**src/rtl/flow_pkg.sv**
```systemverilog
package flow_pkg;

    localparam logic [3:0] OPC_STACK = 4'b1011;
    localparam logic [3:0] OPC_BFLAG = 4'b1100;
    localparam logic [3:0] OPC_JUMP  = 4'b1101;
    localparam logic [3:0] OPC_CALL  = 4'b1110;
    localparam logic [3:0] OPC_PAGE  = 4'b1111;

    localparam int unsigned FLAG_COUNT = 5;

    typedef enum logic [1:0] {
        STK_IDLE = 2'd0,
        STK_PUSH = 2'd1,
        STK_POP  = 2'd2
    } stk_act_e;

endpackage

```
**src/rtl/flow_flag_pick.sv**
```systemverilog
module flow_flag_pick #(
    parameter int unsigned NFLAG = 5,
    parameter int unsigned SELW  = 3
) (
    input  logic [NFLAG-1:0] flag_vec,
    input  logic [SELW-1:0]  sel,
    output logic             hit
);
    logic [(1<<SELW)-1:0] padded;

    generate
        for (genvar i = 0; i < (1 << SELW); i++) begin : g_pad
            if (i < NFLAG) begin : g_real
                assign padded[i] = flag_vec[i];
            end else begin : g_none
                assign padded[i] = 1'b0;
            end
        end
    endgenerate

    always_comb begin
        hit = padded[sel];
    end
endmodule

```
**src/rtl/flow_addr_gen.sv**
```systemverilog
module flow_addr_gen #(
    parameter int unsigned DW = 8
) (
    input  logic [2*DW-1:0] pc_cur,
    input  logic [DW-1:0]   page_cur,
    input  logic [DW-1:0]   low_imm,
    input  logic [DW-1:0]   low_stk,
    output logic [2*DW-1:0] pc_step,
    output logic [DW-1:0]   step_lo,
    output logic [DW-1:0]   far_hi,
    output logic [2*DW-1:0] tgt_imm,
    output logic [2*DW-1:0] tgt_stk
);
    localparam int unsigned PCW = 2 * DW;
    localparam logic [DW-1:0] CARRY_EDGE = DW'((1 << DW) - 5);

    logic [DW-1:0] pc_lo;
    logic [DW-1:0] pc_hi;
    logic          far_carry;

    always_comb begin
        pc_lo     = pc_cur[DW-1:0];
        pc_hi     = pc_cur[PCW-1:DW];
        pc_step   = pc_cur + PCW'(2);
        step_lo   = pc_step[DW-1:0];
        far_carry = (pc_lo > CARRY_EDGE);
        far_hi    = pc_hi + DW'(far_carry);
        tgt_imm   = {page_cur, low_imm};
        tgt_stk   = {page_cur, low_stk};
    end
endmodule

```
**src/rtl/flow_stack_ctrl.sv**
```systemverilog
module flow_stack_ctrl
    import flow_pkg::*;
#(
    parameter int unsigned AW      = 8,
    parameter int unsigned DW      = 8,
    parameter logic [AW-1:0] SP_INIT = '0
) (
    input  logic          clk,
    input  logic          rst,
    input  stk_act_e      act,
    input  logic [DW-1:0] push_val,
    output logic          rd_en,
    output logic          wr_en,
    output logic [AW-1:0] addr,
    output logic [DW-1:0] wdata
);
    logic [AW-1:0] sp_d;
    logic [AW-1:0] sp_q;

    always_comb begin
        sp_d  = sp_q;
        rd_en = 1'b0;
        wr_en = 1'b0;
        addr  = sp_q;
        wdata = push_val;
        if (!rst) begin
            unique case (act)
                STK_PUSH: begin
                    sp_d  = sp_q - AW'(1);
                    addr  = sp_d;
                    wr_en = 1'b1;
                end
                STK_POP: begin
                    rd_en = 1'b1;
                    addr  = sp_q;
                    sp_d  = sp_q + AW'(1);
                end
                default: begin
                    sp_d = sp_q;
                end
            endcase
        end
    end

    always_ff @(posedge clk) begin
        if (rst) sp_q <= SP_INIT;
        else     sp_q <= sp_d;
    end

    AST_STROBE_EXCL: assert property (@(posedge clk) disable iff (rst)
        !(rd_en && wr_en));
    AST_PUSH_LANDS: assert property (@(posedge clk) disable iff (rst)
        wr_en |=> (sp_q == $past(addr)));
    AST_POP_RISES: assert property (@(posedge clk) disable iff (rst)
        rd_en |=> (sp_q == AW'($past(addr) + AW'(1))));
endmodule

```
**src/rtl/flow_stack_unit.sv**
```systemverilog
module flow_stack_unit
    import flow_pkg::*;
#(
    parameter int unsigned DW      = 8,
    parameter int unsigned AW      = 8,
    parameter int unsigned SELW    = 3,
    parameter logic [AW-1:0] SP_INIT = '0
) (
    input  logic             clk,
    input  logic             rst,
    input  logic             exec_en,
    input  logic [3:0]       op_code,
    input  logic             sub_sel,
    input  logic [DW-1:0]    operand,
    input  logic [SELW-1:0]  flag_sel,
    input  logic [FLAG_COUNT-1:0] flags,
    input  logic [DW-1:0]    stk_rdata,
    output logic             stk_rd_en,
    output logic             stk_wr_en,
    output logic [AW-1:0]    stk_addr,
    output logic [DW-1:0]    stk_wdata,
    output logic [DW-1:0]    pop_data,
    output logic             pop_valid,
    output logic [2*DW-1:0]  pc
);
    localparam int unsigned PCW = 2 * DW;

    typedef struct packed {
        logic [PCW-1:0] pc;
        logic [DW-1:0]  page;
        logic [DW-1:0]  pop_data;
        logic           pop_valid;
    } flow_state_t;

    flow_state_t st_d;
    flow_state_t st_q;

    logic [PCW-1:0] pc_step;
    logic [DW-1:0]  step_lo;
    logic [DW-1:0]  far_hi;
    logic [PCW-1:0] tgt_imm;
    logic [PCW-1:0] tgt_stk;
    logic           flag_hit;
    stk_act_e       act_d;
    logic [DW-1:0]  push_val_d;

    flow_flag_pick #(.NFLAG(FLAG_COUNT), .SELW(SELW)) u_pick (
        .flag_vec (flags),
        .sel      (flag_sel),
        .hit      (flag_hit)
    );

    flow_addr_gen #(.DW(DW)) u_addr (
        .pc_cur   (st_q.pc),
        .page_cur (st_q.page),
        .low_imm  (operand),
        .low_stk  (stk_rdata),
        .pc_step  (pc_step),
        .step_lo  (step_lo),
        .far_hi   (far_hi),
        .tgt_imm  (tgt_imm),
        .tgt_stk  (tgt_stk)
    );

    // stack action decode
    always_comb begin
        act_d      = STK_IDLE;
        push_val_d = operand;
        if (exec_en) begin
            unique case (op_code)
                OPC_STACK: act_d = sub_sel ? STK_POP : STK_PUSH;
                OPC_CALL: begin
                    act_d      = STK_PUSH;
                    push_val_d = step_lo;
                end
                OPC_PAGE:  act_d = sub_sel ? STK_POP : STK_IDLE;
                default:   act_d = STK_IDLE;
            endcase
        end
    end

    flow_stack_ctrl #(.AW(AW), .DW(DW), .SP_INIT(SP_INIT)) u_stack (
        .clk      (clk),
        .rst      (rst),
        .act      (act_d),
        .push_val (push_val_d),
        .rd_en    (stk_rd_en),
        .wr_en    (stk_wr_en),
        .addr     (stk_addr),
        .wdata    (stk_wdata)
    );

    // next-state process
    always_comb begin
        st_d           = st_q;
        st_d.pop_valid = 1'b0;
        if (exec_en) begin
            st_d.pc = pc_step;
            unique case (op_code)
                OPC_BFLAG: begin
                    if (flag_hit) st_d.pc = tgt_imm;
                end
                OPC_JUMP, OPC_CALL: begin
                    st_d.pc = tgt_imm;
                end
                OPC_PAGE: begin
                    if (sub_sel) st_d.pc   = tgt_stk;
                    else         st_d.page = far_hi;
                end
                OPC_STACK: begin
                    if (sub_sel) begin
                        st_d.pop_data  = stk_rdata;
                        st_d.pop_valid = 1'b1;
                    end
                end
                default: begin
                    st_d.pc = pc_step;
                end
            endcase
        end
    end

    always_ff @(posedge clk) begin
        if (rst) st_q <= '0;
        else     st_q <= st_d;
    end

    assign pc        = st_q.pc;
    assign pop_data  = st_q.pop_data;
    assign pop_valid = st_q.pop_valid;

    AST_IDLE_HOLD: assert property (@(posedge clk) disable iff (rst)
        !exec_en |=> $stable(st_q.pc));
    AST_ALU_STEP: assert property (@(posedge clk) disable iff (rst)
        (exec_en && op_code < OPC_STACK) |=> (st_q.pc == PCW'($past(st_q.pc) + PCW'(2))));
    AST_HIGH_INDEX: assert property (@(posedge clk) disable iff (rst)
        (exec_en && op_code == OPC_BFLAG && flag_sel >= SELW'(FLAG_COUNT))
        |=> (st_q.pc == PCW'($past(st_q.pc) + PCW'(2))));
    AST_FAR_TARGET: assert property (@(posedge clk) disable iff (rst)
        (exec_en && (op_code == OPC_JUMP || op_code == OPC_CALL))
        |=> (st_q.pc == {$past(st_q.page), $past(operand)}));
    AST_POP_SOURCE: assert property (@(posedge clk) disable iff (rst)
        pop_valid |-> $past(stk_rd_en));
    AST_CALL_WRITES: assert property (@(posedge clk) disable iff (rst)
        (exec_en && op_code == OPC_CALL) |-> (stk_wr_en && !stk_rd_en));
endmodule

```
**config.mk**
```make
export PLATFORM = sky130hd
export DESIGN_NAME = flow_stack_unit
export DESIGN_NICKNAME = d
export VERILOG_FILES = /design/src/rtl/flow_pkg.sv /design/src/rtl/flow_flag_pick.sv /design/src/rtl/flow_addr_gen.sv /design/src/rtl/flow_stack_ctrl.sv /design/src/rtl/flow_stack_unit.sv
export SDC_FILE = /design/constraint.sdc
export NUM_CORES = 1
export LEC_CHECK = 0
export BUFFER_PORTS_ARGS = -buffer_cell sky130_fd_sc_hd__buf_2
export CAP_MARGIN = 20
export CORE_MARGIN = 10
export CORE_UTILIZATION = 54
export DETAILED_ROUTE_END_ITERATION = 8
export PLACE_DENSITY = 0.81
export SETUP_SLACK_MARGIN = 0.05
export SLEW_MARGIN = 20
export SYNTH_ARGS = -nofsm -noshare
export SYNTH_HDL_FRONTEND = slang
export SYNTH_SLANG_ARGS = --single-unit
```
**constraint.sdc**
```tcl
create_clock -name clk -period 2.72 [get_ports clk]
set_input_delay 0.136 -clock clk [delete_from_list [all_inputs] [get_ports clk]]
set_output_delay 0.136 -clock clk [all_outputs]
set_load 0.01 [all_outputs]
```
==> results of run 1 <==
-- cells by family after synthesis --
kind of cell / synth area share (%)
and+or+nand+nor: 24.4
AOI/OAI and AO/OA: 21.6
buffers and inverters: 11.8
DFF: 27.7
xor gates and xnor gates: 6.50
muxes: 5.07
adders and majority gates: 2.95
-- per-layer routing --
layer,vias to the layer above,share of wire [%],wire length (microns)
met1,1300,42,3430
met4,0,2.1,169
li1,1429,-,-
met3,18,9.1,742
met5,-,0,0
met2,140,47,3780
-- synth_stat cells, types with 6 or more instances --
| master | number |
|---|---|
| a211oi_1 | 11 |
| mux2i_1 | 9 |
| o21ai_0 | 17 |
| nand2_1 | 30 |
| nor3_1 | 10 |
| buf_4 | 24 |
| buf_2 | 6 |
| xor2_1 | 10 |
| dfxtp_1 | 41 |
| ha_1 | 7 |
| xnor2_1 | 12 |
| nand3_1 | 11 |
| clkbuf_1 | 18 |
| a21oi_1 | 31 |
| and3_1 | 8 |
| nand4_1 | 8 |
| nor2_1 | 50 |
| inv_1 | 13 |
-- tightest hold or removal path, stage by stage --
cell and delay, ps:
buf_2 110, nand2_1 50, a21oi_1 50
-- power by group --
| group | internal, W | switching (W) | total [W] |
|---|---|---|---|
| registers | 0.000617 | 0.0000267 | 0.000644 |
| clock network | 0.000299 | 0.000207 | 0.000506 |
| logic | 0.000114 | 0.000161 | 0.000275 |
| total | 0.00103 | 0.000394 | 0.00142 |
-- per-stage QoR --
stage | power [W] | setup WS (ps) | area, sq um | hold slack (ps)
2_1_floorplan | 0.000843 | 714 | 2960 | 272
3_3_place_gp | 0.000925 | 700 | 3180 | 396
3_5_place_dp | 0.000930 | 635 | 3180 | 406
4_1_cts | 0.00143 | 754 | 3290 | 96.9
5_1_grt | 0.00149 | 533 | 3290 | 98.1
6_report | 0.00142 | 718 | 3290 | 104
-- flip-flops by register name, indices dropped and copies added, names as in the netlist --
signal and flops:
pop_data 8, u_stack.sp_q 8, st_q 8, pc 16, pop_valid 1
-- cells in the final DEF (no fill, tap or decap), types with 5 or more instances in the layout --
cell type / netlist / layout
nand2_1: 30 / 30
nand4_1: 8 / 8
buf_4: 24 / 7
nor3_1: 10 / 10
o21ai_0: 17 / 17
a21oi_1: 31 / 31
xnor2_1: 12 / 12
mux2i_1: 9 / 9
nor2_1: 50 / 50
ha_1: 7 / 7
or3_1: 5 / 5
o32ai_1: 5 / 5
inv_1: 13 / 13
buf_2: 6 / 74
xor2_1: 10 / 10
a211oi_1: 11 / 11
nand3_1: 11 / 11
clkbuf_8: 0 / 6
and3_1: 8 / 8
dfxtp_1: 41 / 41
-- final timing paths --
| check | from | end | depth (start not counted) |
|---|---|---|---|
| min reg2reg | pop_data[1] | pop_data[1] | 2 |
| max | pc[7] | st_q[13] | 7 |
| max reg2reg | pc[7] | st_q[13] | 7 |
| min | stk_rdata[3] | pop_data[3] | 3 |
-- area by class of cell --
| class | count | area (sq um) |
|---|---|---|
| Clock inverter | 1 | 30.0 |
| Tap cell | 70 | 87.6 |
| Timing Repair Buffer | 81 | 423 |
| Fill cell | 479 | 1910 |
| Sequential cell | 41 | 821 |
| Inverter | 14 | 52.6 |
| Clock buffer | 7 | 86.3 |
| Multi-Input combinational cell | 282 | 1790 |
==> results.py, run 1 <==
metrics = {
    "setup_path": {
        "cp.arrival_ps": 2210,
        "crit_path_frequent_cell": "ha_1",
        "start_kind": "register",
        "worstPathCellList": "nand4_1, nor2_1, ha_1, ha_1, nand3_1, xnor2_1, a211oi_1",
        "crit_fanout": 8,
        "worst-path-buf-inv": 0,
        "worst_path_max_delay_cell": "dfxtp_1",
        "critical_path_required_ps": 2930,
        "cp-end-kind": "register",
        "r2r_slack_ps": 720,
        "critical_path_class": "reg2reg",
        "slowest_delay_ps": 460,
        "cp_top_family": "simple AND/OR/NAND/NOR gates",
    },
    "power": {
        "power.density_nw_per_um2": 432,
        "vdd_drop_max_mv": 0.344,
        "p_leak_nw": 1.41,
    },
    "synthesis": {
        "ys_ff_latch": 41,
        "synth_edf_count": 0,
        "post_synth_inst_count": 388,
        "synth_ff_type": "dfxtp_1",
        "ys_seq_area_share_pct": 27.7,
        "yosysTopAreaCell": "dfxtp_1",
        "yosysWarnings": 0,
        "synthesis.nets": 427,
        "yosysTopAreaCellShare_pct": 27.7,
        "ys_async_sr_fraction_pct": 0,
        "syn_avg_cell_area_sq_um": 7.64,
        "yosysUniqueCellTypes": 54,
        "synthTopCellsByArea": "dfxtp_1 (28%), nor2_1 (6.3%), buf_4 (6.1%)",
        "syn-cell-area_sq_um": 2960,
    },
    "grt": {
        "met3_usage_pct": 4.56,
        "grtUsageTotal_pct": 18.3,
        "global_route.usage.met2_pct": 29.8,
        "grt_max_degree": 46,
        "grt_pass1_wl_mm": 13.5,
        "overflow": 0,
        "grtUsageMet1_pct": 22.5,
        "grt_pass1_vias": 2857,
        "antenna_found_initial": 0,
        "top_usage_layer": "met2",
    },
    "sta": {
        "finalSetupViolations": 0,
        "hold_violations": 0,
        "slew_violations": 0,
        "skew_ps": 6.96,
        "fin_crit_sh_pct": 73.6,
        "period_minus_slack_ps": 2000,
        "finalSetupTns_ps": 0,
        "fmax_mhz": 500,
        "slew_headroom_pct": 43.4,
        "rsz0062_at_grt": "false",
        "tightest_slew_ps": 843,
    },
    "clocking": {
        "hold_buffers": 0,
        "cts_setup_buffers": 0,
        "ctsResizeCount": 0,
        "cts_sinks": 41,
        "cts_buffer_depth": 2,
        "cts.htree.levels": 2,
        "cts_tree": "done",
        "clk_transition_reported_paths_ps": 80,
        "clk_latency_ps": 290,
        "cts-root-buf": "clkbuf_8",
        "numCtsBuffers": 5,
    },
    "placement": {
        "place.gp.congestion": 0.951,
        "portBuffers": 74,
        "dp_hpwl_mm": 6.11,
        "dpl.cell_count": 488,
    },
    "routing": {
        "post_drt_wl_per_cell_microns": 16.4,
        "drtIter0Drc": 162,
        "route.detailed.drc": 0,
        "route.vias.total": 2887,
        "drt-total-wl_mm": 8.12,
        "drt-pass1-iter-count": 5,
        "via_per_inst": 5.82,
        "drtAntennaViolNets": 0,
    },
    "cells_and_area": {
        "antenna_cells": 0,
        "drive_gt1_share_pct": 24.4,
        "stdcell_count": 496,
        "fin_util_pct": 63.3,
        "areaGrowthSynthToFinish_pct": 11.1,
        "layout.nets": 464,
    },
    "floorplanning": {
        "dieWidth_microns": 94.1,
        "dieArea_sq_um": 8850,
        "coreArea_sq_um": 5200,
        "initial_core_util_pct": 56.9,
        "rows": 26,
        "die_y_microns": 94.1,
        "io_pins": 75,
    },
    "run": {
        "drv_cap": 0,
    },
    "status": {
        "outcome": "finished, final reports clean",
    },
    "worst_hold_path": {
        "min_path_type": "in2reg",
    },
}
Note: power is estimated with default switching activity, not from simulation.
==> run 2: changes to the inputs <==
==> constraint.sdc (replaced) <==
create_clock -name clk -period 1.85 [get_ports clk]
set_input_delay 0.0925 -clock clk [delete_from_list [all_inputs] [get_ports clk]]
set_output_delay 0.0925 -clock clk [all_outputs]
set_load 0.01 [all_outputs]
==> run 2 against run 1 <==
Against the previous run:
- cell area grew 7.8%
- clock power grew 48%
- wire length grew 11%
- critical path depth is the same
- hold slack lost 46 ps
- clock skew shrank 3.0 ps
- global-route usage grew 1.1 points
- die area is the same
- critical endpoint is now pc[14]
==> results.py, run 2 (same netlist as run 1, synthesis figures left out) <==
metrics = {
    "status": {
        "outcome": "finished, final reports clean",
    },
    "placement": {
        "dpl.cell_count": 511,
        "dp_hpwl_mm": 6.55,
        "place.gp.congestion": 0.909,
        "portBuffers": 74,
    },
    "clocking": {
        "cts_sinks": 41,
        "cts.htree.levels": 2,
        "hold_buffers": 0,
        "clk_transition_reported_paths_ps": 80,
        "numCtsBuffers": 5,
        "cts_tree": "done",
        "cts_buffer_depth": 2,
        "cts-root-buf": "clkbuf_8",
        "clk_latency_ps": 290,
    },
    "routing": {
        "drtAntennaViolNets": 0,
        "route.vias.total": 3125,
        "drt-pass1-iter-count": 4,
        "route.detailed.drc": 0,
        "via_per_inst": 6.01,
        "post_drt_wl_per_cell_microns": 17.3,
        "drtIter0Drc": 224,
        "drt-total-wl_mm": 8.98,
    },
    "grt": {
        "grtUsageTotal_pct": 19.3,
        "grt_pass1_vias": 3000,
        "antenna_found_initial": 0,
        "overflow": 0,
        "grt_max_degree": 46,
        "grt_pass1_wl_mm": 14.4,
    },
    "sta": {
        "skew_ps": 3.92,
        "fin_crit_sh_pct": 96.6,
        "slew_violations": 0,
        "hold_violations": 0,
        "period_minus_slack_ps": 1790,
        "fmax_mhz": 560,
        "tightest_slew_ps": 496,
        "slew_headroom_pct": 66.9,
        "finalSetupViolations": 0,
        "rsz0062_at_grt": "true",
    },
    "floorplanning": {
        "dieArea_sq_um": 8850,
        "io_pins": 75,
        "dieWidth_microns": 94.1,
        "initial_core_util_pct": 56.9,
        "die_y_microns": 94.1,
        "coreArea_sq_um": 5200,
        "rows": 26,
    },
    "power": {
        "p_leak_nw": 1.56,
        "power.density_nw_per_um2": 609,
        "vdd_drop_max_mv": 0.425,
        "fin_total_pwr_w": 0.00216,
    },
    "cells_and_area": {
        "stdcell_count": 520,
        "largest_register_ffs": 16,
        "mostFrequentLayoutCells": "buf_2 (74), nor2_1 (48), dfxtp_1 (38), a21oi_1 (31), buf_4 (31)",
        "layout_commonest_cell": "buf_2",
        "layout.nets": 488,
        "fillers": 434,
        "drive_gt1_share_pct": 32.0,
        "antenna_cells": 0,
        "fin_util_pct": 68.2,
        "areaGrowthSynthToFinish_pct": 19.8,
    },
    "setup_path": {
        "crit_fanout": 2,
        "critical_path_class": "reg2reg",
        "worstPathCellList": "nand4_1, buf_4, nor4_4, nand2_1, a2111oi_2, a221oi_1, o21ai_1",
        "start_kind": "register",
        "cp.arrival_ps": 2010,
        "r2r_slack_ps": 60,
        "cp-end-kind": "register",
        "slowest_delay_ps": 360,
        "worst_path_max_delay_cell": "dfxtp_1",
        "critical_path_required_ps": 2070,
    },
    "run": {
        "drv_cap": 0,
    },
    "worst_hold_path": {
        "min_path_type": "in2reg",
    },
}
## run 2: cell types whose count changed in the layout (fill, tap and decap cells not counted), sizes merged
cell  previous run  this run
buf             81       105
## run 2: report_power, final
group          internal [W]  switching [W]
Combinational      0.000200       0.000270
Sequential         0.000908      0.0000332
Clock              0.000440       0.000311
Total               0.00155       0.000614
## run 2: area by class of cell
class | instances | area, sq um | share of cell area (%)
clock inverter | 1 | 30.0 | 0.845
clock buffer | 7 | 86.3 | 2.43
sequential | 41 | 827 | 23.3
tap | 70 | 87.6 | 2.47
inverter | 14 | 52.6 | 1.48
multi-input combinational | 282 | 1870 | 52.5
timing repair buffer | 105 | 603 | 17.0
## run 2: worst paths after layout
| check | start | end | cells past startpoint |
|---|---|---|---|
| worst max-delay path | pc[7] | pc[14] | 7 |
| worst min-delay path | stk_rdata[3] | pop_data[3] | 3 |
| worst max register to register | pc[7] | pc[14] | 7 |
| worst min register to register | pop_data[4] | pop_data[4] | 2 |
## run 2: per-layer routing
metal | vias to the layer above | GRT usage (%) | part of all wire [%]
li1 | 1490 | - | -
met3 | 22 | 5.04 | 8.5
met4 | 0 | 6.20 | 2.1
met5 | - | 0 | 0
met1 | 1464 | 23.0 | 42
met2 | 149 | 32.9 | 47
## run 2: per-stage QoR
step	setup TNS (ps)	hold slack [ps]	setup slack, ps	instance area [sq um]
global route	-61.1	69.2	-61.1	3550
CTS	0	51.1	65.5	3480
global placement	0	347	134	3360
floorplan	0	229	55.9	2970
detailed placement	0	360	51.7	3360
finish	0	58.2	63.6	3550
## run 2: worst max-delay path, delay by kind of cell (launching register included)
kind | cells | cell delay (ps)
AOI/OAI and AO/OA | 3 | 590
and+or+nand+nor | 3 | 580
DFF | 1 | 360
buffers and inverters | 1 | 190
## run 2: what timing repair did
action                                  CTS  global route
pin swaps                                 0             3
gates cloned                              0             0
endpoints found under the setup margin    4            12
setup buffers                             0             1
resized for setup                         5            15
